### config.mk
export PLATFORM = sky130hd
export DESIGN_NAME = tach_period_counter
export DESIGN_NICKNAME = d
export VERILOG_FILES = /design/src/rtl/tach_pkg.sv /design/src/rtl/tach_sync.sv /design/src/rtl/tach_trig.sv /design/src/rtl/tach_prescale.sv /design/src/rtl/tach_period_counter.sv
export SDC_FILE = /design/constraint.sdc
export NUM_CORES = 1
export LEC_CHECK = 0
export BUFFER_PORTS_ARGS = -buffer_cell sky130_fd_sc_hd__buf_4
export CAP_MARGIN = 20
export CORE_MARGIN = 10
export CORE_UTILIZATION = 45
export CTS_BUF_LIST = sky130_fd_sc_hd__clkbuf_4
export DETAILED_ROUTE_END_ITERATION = 10
export PLACE_DENSITY = 0.79
export RECOVER_POWER = 25
export SKIP_CTS_REPAIR_TIMING = 1
export SLEW_MARGIN = 20
export SYNTH_ARGS = -nofsm -noshare
export SYNTH_HDL_FRONTEND = slang
export SYNTH_SLANG_ARGS = --single-unit
### constraint.sdc
create_clock -name clk -period 2.4 [get_ports clk]
set_input_delay 0.24 -clock clk [delete_from_list [all_inputs] [get_ports clk]]
set_output_delay 0.24 -clock clk [all_outputs]
set_load 0.1 [all_outputs]
### src/rtl/tach_pkg.sv
package tach_pkg;

   typedef enum logic [1:0] {
      EM_FALL = 2'b00,
      EM_RISE = 2'b01,
      EM_BOTH = 2'b10,
      EM_RSVD = 2'b11
   } edge_mode_e;

   typedef enum logic [1:0] {
      ST_IDLE  = 2'b00,
      ST_ARMED = 2'b01,
      ST_COUNT = 2'b10
   } meas_state_e;

   localparam int RESULT_W = 32;
   localparam int DONE_POS = 31;

   // Width of a prescale counter able to reach (4 << 2*(2^div_w - 1)) - 1
   function automatic int pre_width(input int div_w);
      return 2 + 2 * ((1 << div_w) - 1);
   endfunction

endpackage

### src/rtl/tach_sync.sv
module tach_sync #(
   parameter int NUM_CH = 16
) (
   input  logic              clk,
   input  logic              rst_n,
   input  logic [NUM_CH-1:0] tach_in,
   output logic [NUM_CH-1:0] rise_o,
   output logic [NUM_CH-1:0] fall_o
);

   for (genvar c = 0; c < NUM_CH; c++) begin : g_ch
      logic meta_q, sync_q, hist_q;
      always_ff @(posedge clk) begin
         if (!rst_n) begin
            meta_q <= 1'b0;
            sync_q <= 1'b0;
            hist_q <= 1'b0;
         end else begin
            meta_q <= tach_in[c];
            sync_q <= meta_q;
            hist_q <= sync_q;
         end
      end
      assign rise_o[c] =  sync_q & ~hist_q;
      assign fall_o[c] = ~sync_q &  hist_q;
   end

endmodule

### src/rtl/tach_trig.sv
module tach_trig #(
   parameter int NUM_CH = 16,
   localparam int IDX_W = $clog2(NUM_CH)
) (
   input  logic              clk,
   input  logic              rst_n,
   input  logic [NUM_CH-1:0] trig,
   input  logic              enable,
   output logic              start_o,
   output logic [IDX_W-1:0]  ch_o
);

   logic [NUM_CH-1:0] trig_q;
   logic [NUM_CH-1:0] rose;

   always_ff @(posedge clk) begin
      if (!rst_n) trig_q <= '0;
      else        trig_q <= trig;
   end

   assign rose    = trig & ~trig_q;
   assign start_o = enable & (|rose);

   // Scan from the top so the lowest set index is the final winner
   always_comb begin
      ch_o = '0;
      for (int i = NUM_CH - 1; i >= 0; i--) begin
         if (rose[i]) ch_o = IDX_W'(i);
      end
   end

endmodule

### src/rtl/tach_prescale.sv
module tach_prescale #(
   parameter int DIV_W = 2,
   localparam int PRE_W = tach_pkg::pre_width(DIV_W)
) (
   input  logic             clk,
   input  logic             rst_n,
   input  logic             clear,
   input  logic [DIV_W-1:0] div,
   output logic             tick_o
);

   logic [PRE_W-1:0] pre_q;
   logic [PRE_W:0]   span;
   logic [PRE_W-1:0] last;

   assign span   = (PRE_W + 1)'(4) << {div, 1'b0};
   assign last   = PRE_W'(span - 1'b1);
   assign tick_o = !clear && (pre_q == last);

   always_ff @(posedge clk) begin
      if (!rst_n || clear) pre_q <= '0;
      else if (tick_o)     pre_q <= '0;
      else                 pre_q <= pre_q + 1'b1;
   end

endmodule

### src/rtl/tach_period_counter.sv
module tach_period_counter
   import tach_pkg::*;
#(
   parameter int NUM_CH = 16,
   parameter int CNT_W  = 20,
   parameter int DIV_W  = 2
) (
   input  logic                clk,
   input  logic                rst_n,
   input  logic [NUM_CH-1:0]   tach_in,
   input  logic [NUM_CH-1:0]   trig,
   input  logic [1:0]          edge_mode,
   input  logic [DIV_W-1:0]    clk_div,
   input  logic                type_en,
   output logic [RESULT_W-1:0] result
);

   localparam int IDX_W = $clog2(NUM_CH);
   localparam int PAD_W = DONE_POS - CNT_W;
   localparam logic [CNT_W-1:0] CNT_MAX = '1;

   if (NUM_CH < 2 || NUM_CH > 32) begin : g_bad_ch
      $error("tach_period_counter: NUM_CH must lie in 2..32");
   end
   if (CNT_W < 1 || CNT_W > 30) begin : g_bad_cnt
      $error("tach_period_counter: CNT_W must lie in 1..30");
   end
   if (DIV_W < 1 || DIV_W > 3) begin : g_bad_div
      $error("tach_period_counter: DIV_W must lie in 1..3");
   end

   logic [NUM_CH-1:0] rise_v, fall_v;
   logic              start;
   logic [IDX_W-1:0]  start_ch;
   logic              tick;
   logic              qual;

   meas_state_e       state_q;
   logic [IDX_W-1:0]  sel_q;
   logic [CNT_W-1:0]  cnt_q;
   logic              done_q;

   tach_sync #(.NUM_CH(NUM_CH)) u_sync (
      .clk    (clk),
      .rst_n  (rst_n),
      .tach_in(tach_in),
      .rise_o (rise_v),
      .fall_o (fall_v)
   );

   tach_trig #(.NUM_CH(NUM_CH)) u_trig (
      .clk    (clk),
      .rst_n  (rst_n),
      .trig   (trig),
      .enable (type_en),
      .start_o(start),
      .ch_o   (start_ch)
   );

   tach_prescale #(.DIV_W(DIV_W)) u_pre (
      .clk   (clk),
      .rst_n (rst_n),
      .clear (state_q != ST_COUNT),
      .div   (clk_div),
      .tick_o(tick)
   );

   always_comb begin
      unique case (edge_mode_e'(edge_mode))
         EM_FALL: qual = fall_v[sel_q];
         EM_RISE: qual = rise_v[sel_q];
         EM_BOTH: qual = fall_v[sel_q] | rise_v[sel_q];
         default: qual = 1'b0;
      endcase
   end

   always_ff @(posedge clk) begin
      if (!rst_n) begin
         state_q <= ST_IDLE;
         sel_q   <= '0;
         cnt_q   <= '0;
         done_q  <= 1'b0;
      end else if (!type_en) begin
         state_q <= ST_IDLE;
      end else if (start) begin
         state_q <= ST_ARMED;
         sel_q   <= start_ch;
         cnt_q   <= '0;
         done_q  <= 1'b0;
      end else begin
         unique case (state_q)
            ST_ARMED: if (qual) state_q <= ST_COUNT;
            ST_COUNT: begin
               if (qual) begin
                  done_q  <= 1'b1;
                  state_q <= ST_IDLE;
               end else if (tick && cnt_q != CNT_MAX) begin
                  cnt_q <= cnt_q + 1'b1;
               end
            end
            default: ;
         endcase
      end
   end

   assign result = {done_q, {PAD_W{1'b0}}, cnt_q};

endmodule

* Word-level counts from Yosys, hierarchy flattened *
Cells that the tools add are included.

word-level totals
  flip-flop bits (word level) = 99
  bits in latches = 0
  bits in writable memories = 0
  memory bits (read-only) = 0
  input bits = 39
  output and inout port bits = 32
  logic and storage cells = 194
  memories kept = 0

operators by class
  $add $sub $neg = 3
  multipliers = 0
  div/mod/pow operators = 0
  magnitude comparators = 1
  equality and inequality tests = 12
  shifts and indexed selects = 1
  multiplexer cells = 32
  bitwise operators = 70
  reductions and logical operators = 20

operators with widths
  cell                                                                    number
  20-bit 2-to-1 mux                                                       4
  4-bit 2-to-1 mux                                                        16
  1-bit NOT                                                               34
  1-bit bitwise AND                                                       33
  20-bit by 1-bit adder with 20-bit output (second input constant)        1
  20-bit inequality test (second input constant)                          1
  16-bit bitwise AND                                                      1
  16-bit NOT                                                              1
  16-bit OR reduction                                                     1
  3-bit AND reduction                                                     3
  8-bit by 1-bit adder with 8-bit output (second input constant)          1
  1-bit binary-select mux with 4-bit select                               2
  8-bit equality test                                                     1
  2-bit inequality test (second input constant)                           4
  2-bit nonzero test                                                      4
  3-bit by 3-bit << shifter with 8-bit output (first input constant)      1
  8-bit by 1-bit subtractor with 8-bit output (second input constant)     1
  1-bit 2-to-1 mux                                                        6
  3-bit inequality test (second input constant)                           2
  4-bit by 5-bit < comparator with 1-bit output (second input constant)   1
  2-bit by 1-bit equality test with 1-bit output (second input constant)  2
  2-bit equality test (second input constant)                             2
  2-bit 2-to-1 mux                                                        2
  2-bit case mux with 2 select lines                                      1
  other kinds (11)                                                        14

* Logic depth before layout (Yosys ltp) *
Gate-level depths: netlist of the first run.

  depth after elaboration = 18
  mapped depth = 10
  depth with buffers taken out = 9

* By module *
Synthesis of the first run repeated with hierarchy kept, for this count alone.

second synthesis, totals
  cells, all modules = 466
  area total of the unflattened synthesis = 4405.5 um^2

by module, submodules not included
  module               instances  cells an instance  area an instance (um^2)
  tach_period_counter  1          205                1764.2
  tach_sync            1          133                1505.2
  tach_trig            1          81                 710.7
  tach_prescale        1          47                 425.4

* Worst setup path before layout of the first run *
OpenSTA, ideal clock, no wires.

  path kind = register to register
  start point = register cnt_q[2]
  end point = register cnt_q[10]
  library setup time = 70 ps
  data arrival time = 2735 ps
  required time = 2330 ps
  setup slack = -405 ps
  cell stages (with the launch flop) = 9
  clock period less this slack = 2805 ps
  cell sequence = dfxtp_1 nand4_1 nor4_2 nand4_1 o2111a_1 a31oi_4 buf_6 o21ai_1 a21oi_1

on the way
  word-level cells in the longest chain between the ends = 5
  elaborated cells on any way between the ends = 9
  classes of those cells = add/sub: 1; eq/ne: 1; mux: 4; reduce/logical: 3

ends and longest elaborated chain
  what                                      RTL line                   RTL
  start, declared                           tach_period_counter.sv:40  logic [CNT_W-1:0] cnt_q;
  start signal, assigned                    tach_period_counter.sv:98  cnt_q <= cnt_q + 1'b1;
  20-bit by 1-bit adder with 20-bit output  tach_period_counter.sv:98
  20-bit 2-to-1 mux                         tach_period_counter.sv:97  end else if (tick && cnt_q != CNT_MAX) begin
  20-bit 2-to-1 mux                         tach_period_counter.sv:94  if (qual) begin
  20-bit 2-to-1 mux                         tach_period_counter.sv:91  unique case (state_q)
  20-bit 2-to-1 mux                         tach_period_counter.sv:85  end else if (start) begin

Parallel ways exist; a longest one is shown, timed or not. The select of a mux whose other input is x is not followed.
A chain may end at the register's enable or synchronous reset.

* Final worst setup path of the first run *
  start point = register sel_q[1]
  end point = register cnt_q[11]

on the way
  word-level cells in the longest chain between the ends = 6
  elaborated cells on any way between the ends = 8
  classes of those cells = eq/ne: 1; mux: 5; bitwise: 1; reduce/logical: 1

ends and longest elaborated chain
  what                                                                 RTL line                                                                         RTL
  start, declared                                                      tach_period_counter.sv:39                                                        logic [IDX_W-1:0] sel_q;
  start signal, assigned                                               tach_period_counter.sv:87                                                        sel_q <= start_ch;
  1-bit binary-select mux with 4-bit select, on equally long branches  tach_period_counter.sv:70, tach_period_counter.sv:72, tach_period_counter.sv:71
  1-bit 2-to-1 mux, on equally long branches                           tach_period_counter.sv:70, tach_period_counter.sv:72, tach_period_counter.sv:71
  1-bit OR                                                             tach_period_counter.sv:72                                                        EM_BOTH: qual = fall_v[sel_q] | rise_v[sel_q];
  1-bit case mux with 3 select lines (*)                               tach_period_counter.sv:69                                                        unique case (edge_mode_e'(edge_mode))
  2-bit inequality test (no line) (*)                                  -
  4-bit AND reduction (no line) (*)                                    -

Mark *: on every way between the ends. The rest lies on a longest branch, timed or not. The select of a mux whose other input is x is not followed.

==> impl_metrics.toml, run 1 <==
[outcome]
run_status = "finished, violations left"
violations_in_the_final_reports = "setup timing"

[placement]
dp.final_hpwl_um = 6920
routabilityCongestion = 0.848
port_buffers = 59

[floorplanning]
placementRows = 35
io-pin-count = 71
design.die.area_um2 = 13800
initial_utilization = 0.464
die_y_um = 118
fp.dieW_um = 118
design.core.area_um2 = 9240

[synthesis]
seq_area_frac_synth = 0.463
post_synth_main_area_contributors = "sky130_fd_sc_hd__dfxtp_1 (46%), sky130_fd_sc_hd__and2_1 (9.3%), sky130_fd_sc_hd__a21oi_1 (3.2%)"
mappedNetlistArea_um2 = 4280
top_ff_cell_synth = "sky130_fd_sc_hd__dfxtp_1"
post-synth-top-area-fraction = 0.463
synth_enable_flop_cells = 0
yosysUniqueCellTypes = 57
post_synth.cell_area_avg_um2 = 9.17
synth_simple_gate_area_frac = 0.314
synth-xor-area-share = 0.0225
synth-compound-area-share = 0.124
largest_family_of_logic_cells_by_synthesized_area = "simple AND/OR/NAND/NOR gates"
post_synthesis_cell_count = 467
ys_ff_latch = 99
synth.mux.area_fraction = 0.00993
synth-warning-count = 0
synth-adder-area-share = 0.00876
share_of_synthesized_registers_carrying_an_async_set_or_reset = 0
yosysTopAreaCell = "sky130_fd_sc_hd__dfxtp_1"

[cts]
worst_skew_pair.late_latency_ns = 0.45
cts_buffers = 9
clk_transition_reported_paths_ns = 0.15
cts_htree_levels = 3
clock-root-buffer = "sky130_fd_sc_hd__clkbuf_4"
tritoncts_num_sinks = 99
cts_buffer_depth = 2
cts_tree = "done"

[final_layout]
final_net_count = 622
antenna_cells = 0
drive_above_1_share = 0.291
nFillCells = 754
leading_cell_types_in_the_layout_fill_and_taps_excluded = "sky130_fd_sc_hd__dfxtp_1 (81), sky130_fd_sc_hd__buf_4 (81), sky130_fd_sc_hd__and2_1 (50)"
synthToLayoutAreaGrowth_pct = 32.6

[grt]
grt_antenna_before_repair = 0
number_of_global_route_vias_before_repair = 3489
grt_pass1_wl_um = 15400
grt_util_all_layers = 0.129
largest_net_degree_at_the_start_of_global_routing = 51
gr-total-overflow = 0

[sta]
finalSetupViolCount = 2
period_needed_ns = 2.44
worst_slew_margin_rel = 0.0200
final_min_period_over_clock_period = 1.02
worst_clock_skew_ns = 0.0141
finalHoldViolations = 0
timing.fmax_mhz = 409
finalWorstSetupSlack_ns = -0.0441
finalHoldWorstSlack_ns = 0.0217
timing_max_transition_violations_final = 0
grt_setup_unrepaired = "true"
max_slew.worst_pin.slew_ns = 1.47

[setup_path]
critical_path_peak_fanout = 10
reg2reg_depth = 10
criticalPathCategory = "flip-flop to flip-flop"
crit_path_start_kind = "flip-flop"
critical_path_required_ns = 2.80
critical_path_arrival_ns = 2.84
worstSetupEndpointType = "flip-flop"

[routing]
wl_per_cell_um = 13.7
detail_route.drc_violations = 0
dr.pass1.iters = 6
drt-vias-per-instance = 5.09
detail_route.iter0.violations = 184
final_antenna_net_count = 0
wl_um = 9780
via_count = 3632

[power_and_ir_drop]
static-leakage-power_nw = 2.22
power.ir.vdd_worst_mv = 0.261
total_power_mw = 2.95
power_density_nw_per_um2 = 519

[flow_run]
max_cap_violations = 0

[worst_hold_path]
hold_depth = 2
min_path_type = "primary input to flip-flop"
## cells by family after synthesis
group,count (synthesis)
AO/OA/AOI/OAI,78
adder cells (fa/ha/maj),3
buffers and inverters,44
other,1
AND/OR/NAND/NOR,228
multiplexers,3
flip-flops,99
XOR/XNOR,11
## layer usage
layer  vias up  share of wire  global-route usage  wire length [um]
met2        74           0.51               0.217              5010
met3        13          0.045              0.0403               443
met4         0          0.017              0.0541               162
met1      1719           0.43               0.148              4170
met5         -              0                   0                 0
li1       1826              -                   -                 -
## path summary, 6_finish.rpt
check | startpoint | to | slack, ns
max | sel_q[1] | cnt_q[11] | -0.04
min reg2reg | u_sync.g_ch[14].meta_q | u_sync.g_ch[14].sync_q | 0.45
min | trig[10] | u_trig.trig_q[10] | 0.02
max reg2reg | sel_q[1] | cnt_q[11] | -0.04
## final cells by class
cell class              instances  area, um2  share of cell area
multi-input cells             334       2300               0.405
flip-flops and latches         99       2020               0.355
repair buffers                119       1020               0.179
well taps                     129        161              0.0284
clock buffers                   9       67.6              0.0119
inverters                      17       63.8              0.0112
clock inverters                 7       51.3             0.00903
## cells in the mapped netlist, drive strengths merged (3+ instances only)
| master | number |
|---|---|
| xnor2 | 3 |
| or3 | 15 |
| nor4 | 3 |
| buf | 18 |
| a31oi | 3 |
| nor2 | 24 |
| nand2b | 17 |
| ha | 3 |
| nor2b | 16 |
| dfxtp | 99 |
| nand2 | 26 |
| nor3b | 8 |
| o22ai | 4 |
| nand4 | 9 |
| nor3 | 11 |
| clkbuf | 9 |
| o21ai | 19 |
| nand3b | 3 |
| and2 | 64 |
| a221oi | 4 |
| a2111oi | 3 |
| or4 | 5 |
| nand3 | 12 |
| a21oi | 27 |
| xor2 | 8 |
| o31ai | 5 |
| inv | 17 |
| and3 | 4 |
## power breakdown
group / internal, mW / total (mW) / switching [mW]
Combinational: 0.207 / 0.443 / 0.236
Clock: 0.221 / 0.785 / 0.564
Sequential: 1.69 / 1.72 / 0.0266
Total: 2.12 / 2.95 / 0.826
## metrics by stage
| step | worst slack, ns | TNS, ns | instance area, um2 | cells | util |
|---|---|---|---|---|---|
| finish | -0.0441 | -0.0721 | 5680 | 714 | 0.615 |
| global route | -0.136 | -0.804 | 5680 | 714 | 0.615 |
| CTS | -0.182 | -1.02 | 5060 | 676 | 0.548 |
| detailed placement | -0.379 | -4.58 | 4940 | 660 | 0.535 |
| global placement | -0.203 | -2.12 | 4940 | 660 | 0.535 |
| floorplan | 0.000140 | 0 | 4340 | 477 | - |
## flip-flops by register name (all words and copies together), names as in the netlist
register,flops
u_sync.g_ch.meta_q,16
sel_q,4
cnt_q,20
u_sync.g_ch.sync_q,16
u_trig.trig_q,16
u_sync.g_ch.hist_q,16
state_q,2
done_q,1
u_pre.pre_q,8
## worst max-delay path, stage by stage (launching register included)
cell and delay (ns):
sky130_fd_sc_hd__dfxtp_4 0.40, sky130_fd_sc_hd__buf_6 0.12, sky130_fd_sc_hd__or3b_4 0.42, sky130_fd_sc_hd__o22ai_2 0.16, sky130_fd_sc_hd__o21ai_1 0.10, sky130_fd_sc_hd__nand4_2 0.16
sky130_fd_sc_hd__a31oi_4 0.12, sky130_fd_sc_hd__buf_4 0.16, sky130_fd_sc_hd__clkbuf_16 0.15, sky130_fd_sc_hd__or4_4 0.48, sky130_fd_sc_hd__a21oi_2 0.13
Power figures use the tool's default switching activity.
==> inputs of run 2 (changes only) <==
--- a/config.mk
+++ b/config.mk
@@ -8,10 +8,10 @@
 export BUFFER_PORTS_ARGS = -buffer_cell sky130_fd_sc_hd__buf_4
 export CAP_MARGIN = 20
 export CORE_MARGIN = 10
-export CORE_UTILIZATION = 45
+export CORE_UTILIZATION = 52
 export CTS_BUF_LIST = sky130_fd_sc_hd__clkbuf_4
 export DETAILED_ROUTE_END_ITERATION = 10
-export PLACE_DENSITY = 0.79
+export PLACE_DENSITY = 0.87
 export RECOVER_POWER = 25
 export SKIP_CTS_REPAIR_TIMING = 1
 export SLEW_MARGIN = 20
==> run 2 against run 1 <==
Net effect: clock-buffer cell count stayed put; sequential share of layout area fell by 0.60 points; cell count fell by 2.5%; die area is 11% lower; final area increased by 1.5%; critical endpoint is now cnt_q[9]; the flow finishes with violations (hold timing, capacitance limit, slew limit, setup timing).
==> impl_metrics.toml, run 2 (synthesized netlist as in run 1, its figures left out) <==
[outcome]
run_status = "finished, violations left"
violations_in_the_final_reports = "hold timing, capacitance limit, slew limit, setup timing"

[power_and_ir_drop]
total_power_mw = 3.12
power_switching_mw = 0.873
p_seq_frac = 0.552
pwr-share-comb = 0.152
static-leakage-power_nw = 2.27
power_density_nw_per_um2 = 542
swShare = 0.279
power.ir.vdd_worst_mv = 0.365
clock_power_share = 0.297
power_report.internal_total_mw = 2.25

[floorplanning]
fp.dieW_um = 111
design.die.area_um2 = 12300
design.core.area_um2 = 8130
placementRows = 33
die_y_um = 111
initial_utilization = 0.527
io-pin-count = 71

[setup_path]
timing.rr.end = "cnt_q[9]"
crit_path_start_kind = "flip-flop"
worstSetupEndpointType = "flip-flop"
reg2reg_depth = 9
critPathSlowestCell = "sky130_fd_sc_hd__dfxtp_1"
critical_path_required_ns = 2.80
criticalPathCategory = "flip-flop to flip-flop"
critical_path_peak_fanout = 7
reg2reg_setup_slack_ns = -0.12
worstPathCellList = "buf_4 -> nand3b_1 -> nor3_1 -> a2111oi_4 -> nand4_4 -> a31oi_4 -> clkbuf_16 -> or4_4 -> a21oi_1"
reg2reg_from = "sel_q[3]"
crit_path_max_incr_delay_ns = 0.50
critical_path_arrival_ns = 2.92

[final_layout]
largest_register = "cnt_q"
largest_register_ffs = 20
multi_input_area_um2 = 2340
nFillCells = 569
seqCellArea_um2 = 2010
final_net_count = 627
finish.utilization = 0.709
most_frequent_standard_cell_in_the_layout_excluding_fill_and_tap_cells = "sky130_fd_sc_hd__buf_4"
leading_cell_types_in_the_layout_fill_and_taps_excluded = "sky130_fd_sc_hd__buf_4 (85), sky130_fd_sc_hd__dfxtp_1 (81), sky130_fd_sc_hd__and2_1 (49)"
drive_above_1_share = 0.300
synthToLayoutAreaGrowth_pct = 34.6
final_instance_area_um2 = 5760

[placement]
dp.final_hpwl_um = 7010
dpl-instance-area_um2 = 4960
port_buffers = 59
worst_slack_placed_ns = -0.324
routabilityCongestion = 0.870

[cts]
cts_tree = "done"
cts_buffers = 9
tritoncts_num_sinks = 99
clock-root-buffer = "sky130_fd_sc_hd__clkbuf_4"
worst_skew_pair.late_latency_ns = 0.47
cts_htree_levels = 3
clk_transition_reported_paths_ns = 0.15
cts_buffer_depth = 2

[sta]
finalWorstSetupSlack_ns = -0.125
worst_slew_margin_rel = -0.0530
timing.fmax_mhz = 396
finalSetupViolCount = 15
max_slew.worst_pin.slew_ns = 1.58
final_min_period_over_clock_period = 1.05
period_needed_ns = 2.52
finalHoldWorstSlack_ns = -0.00622
grt_setup_unrepaired = "true"
finalHoldViolations = 1
worst_clock_skew_ns = 0.0149
timing_max_transition_violations_final = 55

[routing]
detail_route.iter0.violations = 283
via_count = 3803
wl_per_cell_um = 15.9
wl_um = 11000
dr.pass1.iters = 4
drt-vias-per-instance = 5.46
final_antenna_net_count = 0
detail_route.drc_violations = 0

[worst_hold_path]
hold_depth = 2
hold_start = "trig[3]"
min_path_type = "primary input to flip-flop"
worstHoldEndpoint = "u_trig.trig_q[3]"

[grt]
grt_pass1_wl_um = 15600
largest_net_degree_at_the_start_of_global_routing = 55
number_of_global_route_vias_before_repair = 3541
grt_util_all_layers = 0.147
gr-total-overflow = 0
grt_antenna_before_repair = 1

[flow_run]
max_cap_violations = 1
run 2: cell type report:
| type | count | share of cell area |
|---|---|---|
| diodes | 1 | 0.000434 |
| clock buffers | 9 | 0.0117 |
| clock inverters | 7 | 0.0141 |
| inverters | 17 | 0.0111 |
| multi-input cells | 334 | 0.407 |
| flip-flops and latches | 99 | 0.349 |
| well taps | 105 | 0.0228 |
| repair buffers | 124 | 0.184 |
run 2: stage by stage:
stage / TNS, ns / cells
global route: -3.16 / 696
global placement: -2.01 / 643
finish: -1.16 / 696
detailed placement: -4.02 / 643
CTS: -1.15 / 659
floorplan: 0 / 477
run 2: worst max path at each step:
| stage | start | end | slack, ns | cells after the start |
|---|---|---|---|---|
| 5_1_grt | sel_q[3] | cnt_q[18] | -0.24 | 10 |
| 3_3_place_gp | clk_div[1] | cnt_q[9] | -0.18 | 11 |
| 2_1_floorplan | cnt_q[16] | cnt_q[10] | 0.0001 | 7 |
| 3_5_place_dp | clk_div[1] | cnt_q[5] | -0.32 | 12 |
| 6_report | sel_q[3] | cnt_q[9] | -0.12 | 9 |
| 4_1_cts | sel_q[0] | cnt_q[5] | -0.14 | 9 |
run 2: critical path: cells and delay by family (launching register included):
| kind | cells | cell delay, ns |
|---|---|---|
| AOI/OAI and AO/OA | 3 | 0.37 |
| and+or+nand+nor | 4 | 1.24 |
| DFF | 1 | 0.50 |
| buffers and inverters | 2 | 0.35 |
run 2: metal layers:
metal | wire length, um | GRT usage
met2 | 5720 | 0.249
met4 | 265 | 0.0807
met1 | 4430 | 0.167
met5 | 0 | 0
met3 | 636 | 0.0335
run 2: power groups by stage:
stage / sequential, mW / clock [mW] / combinational (mW)
2_1_floorplan: 1.74 / 0 / 0.263
3_3_place_gp: 1.75 / 0 / 0.354
3_5_place_dp: 1.75 / 0 / 0.364
4_1_cts: 1.72 / 0.933 / 0.365
5_1_grt: 1.73 / 1.01 / 0.510
6_report: 1.72 / 0.926 / 0.474
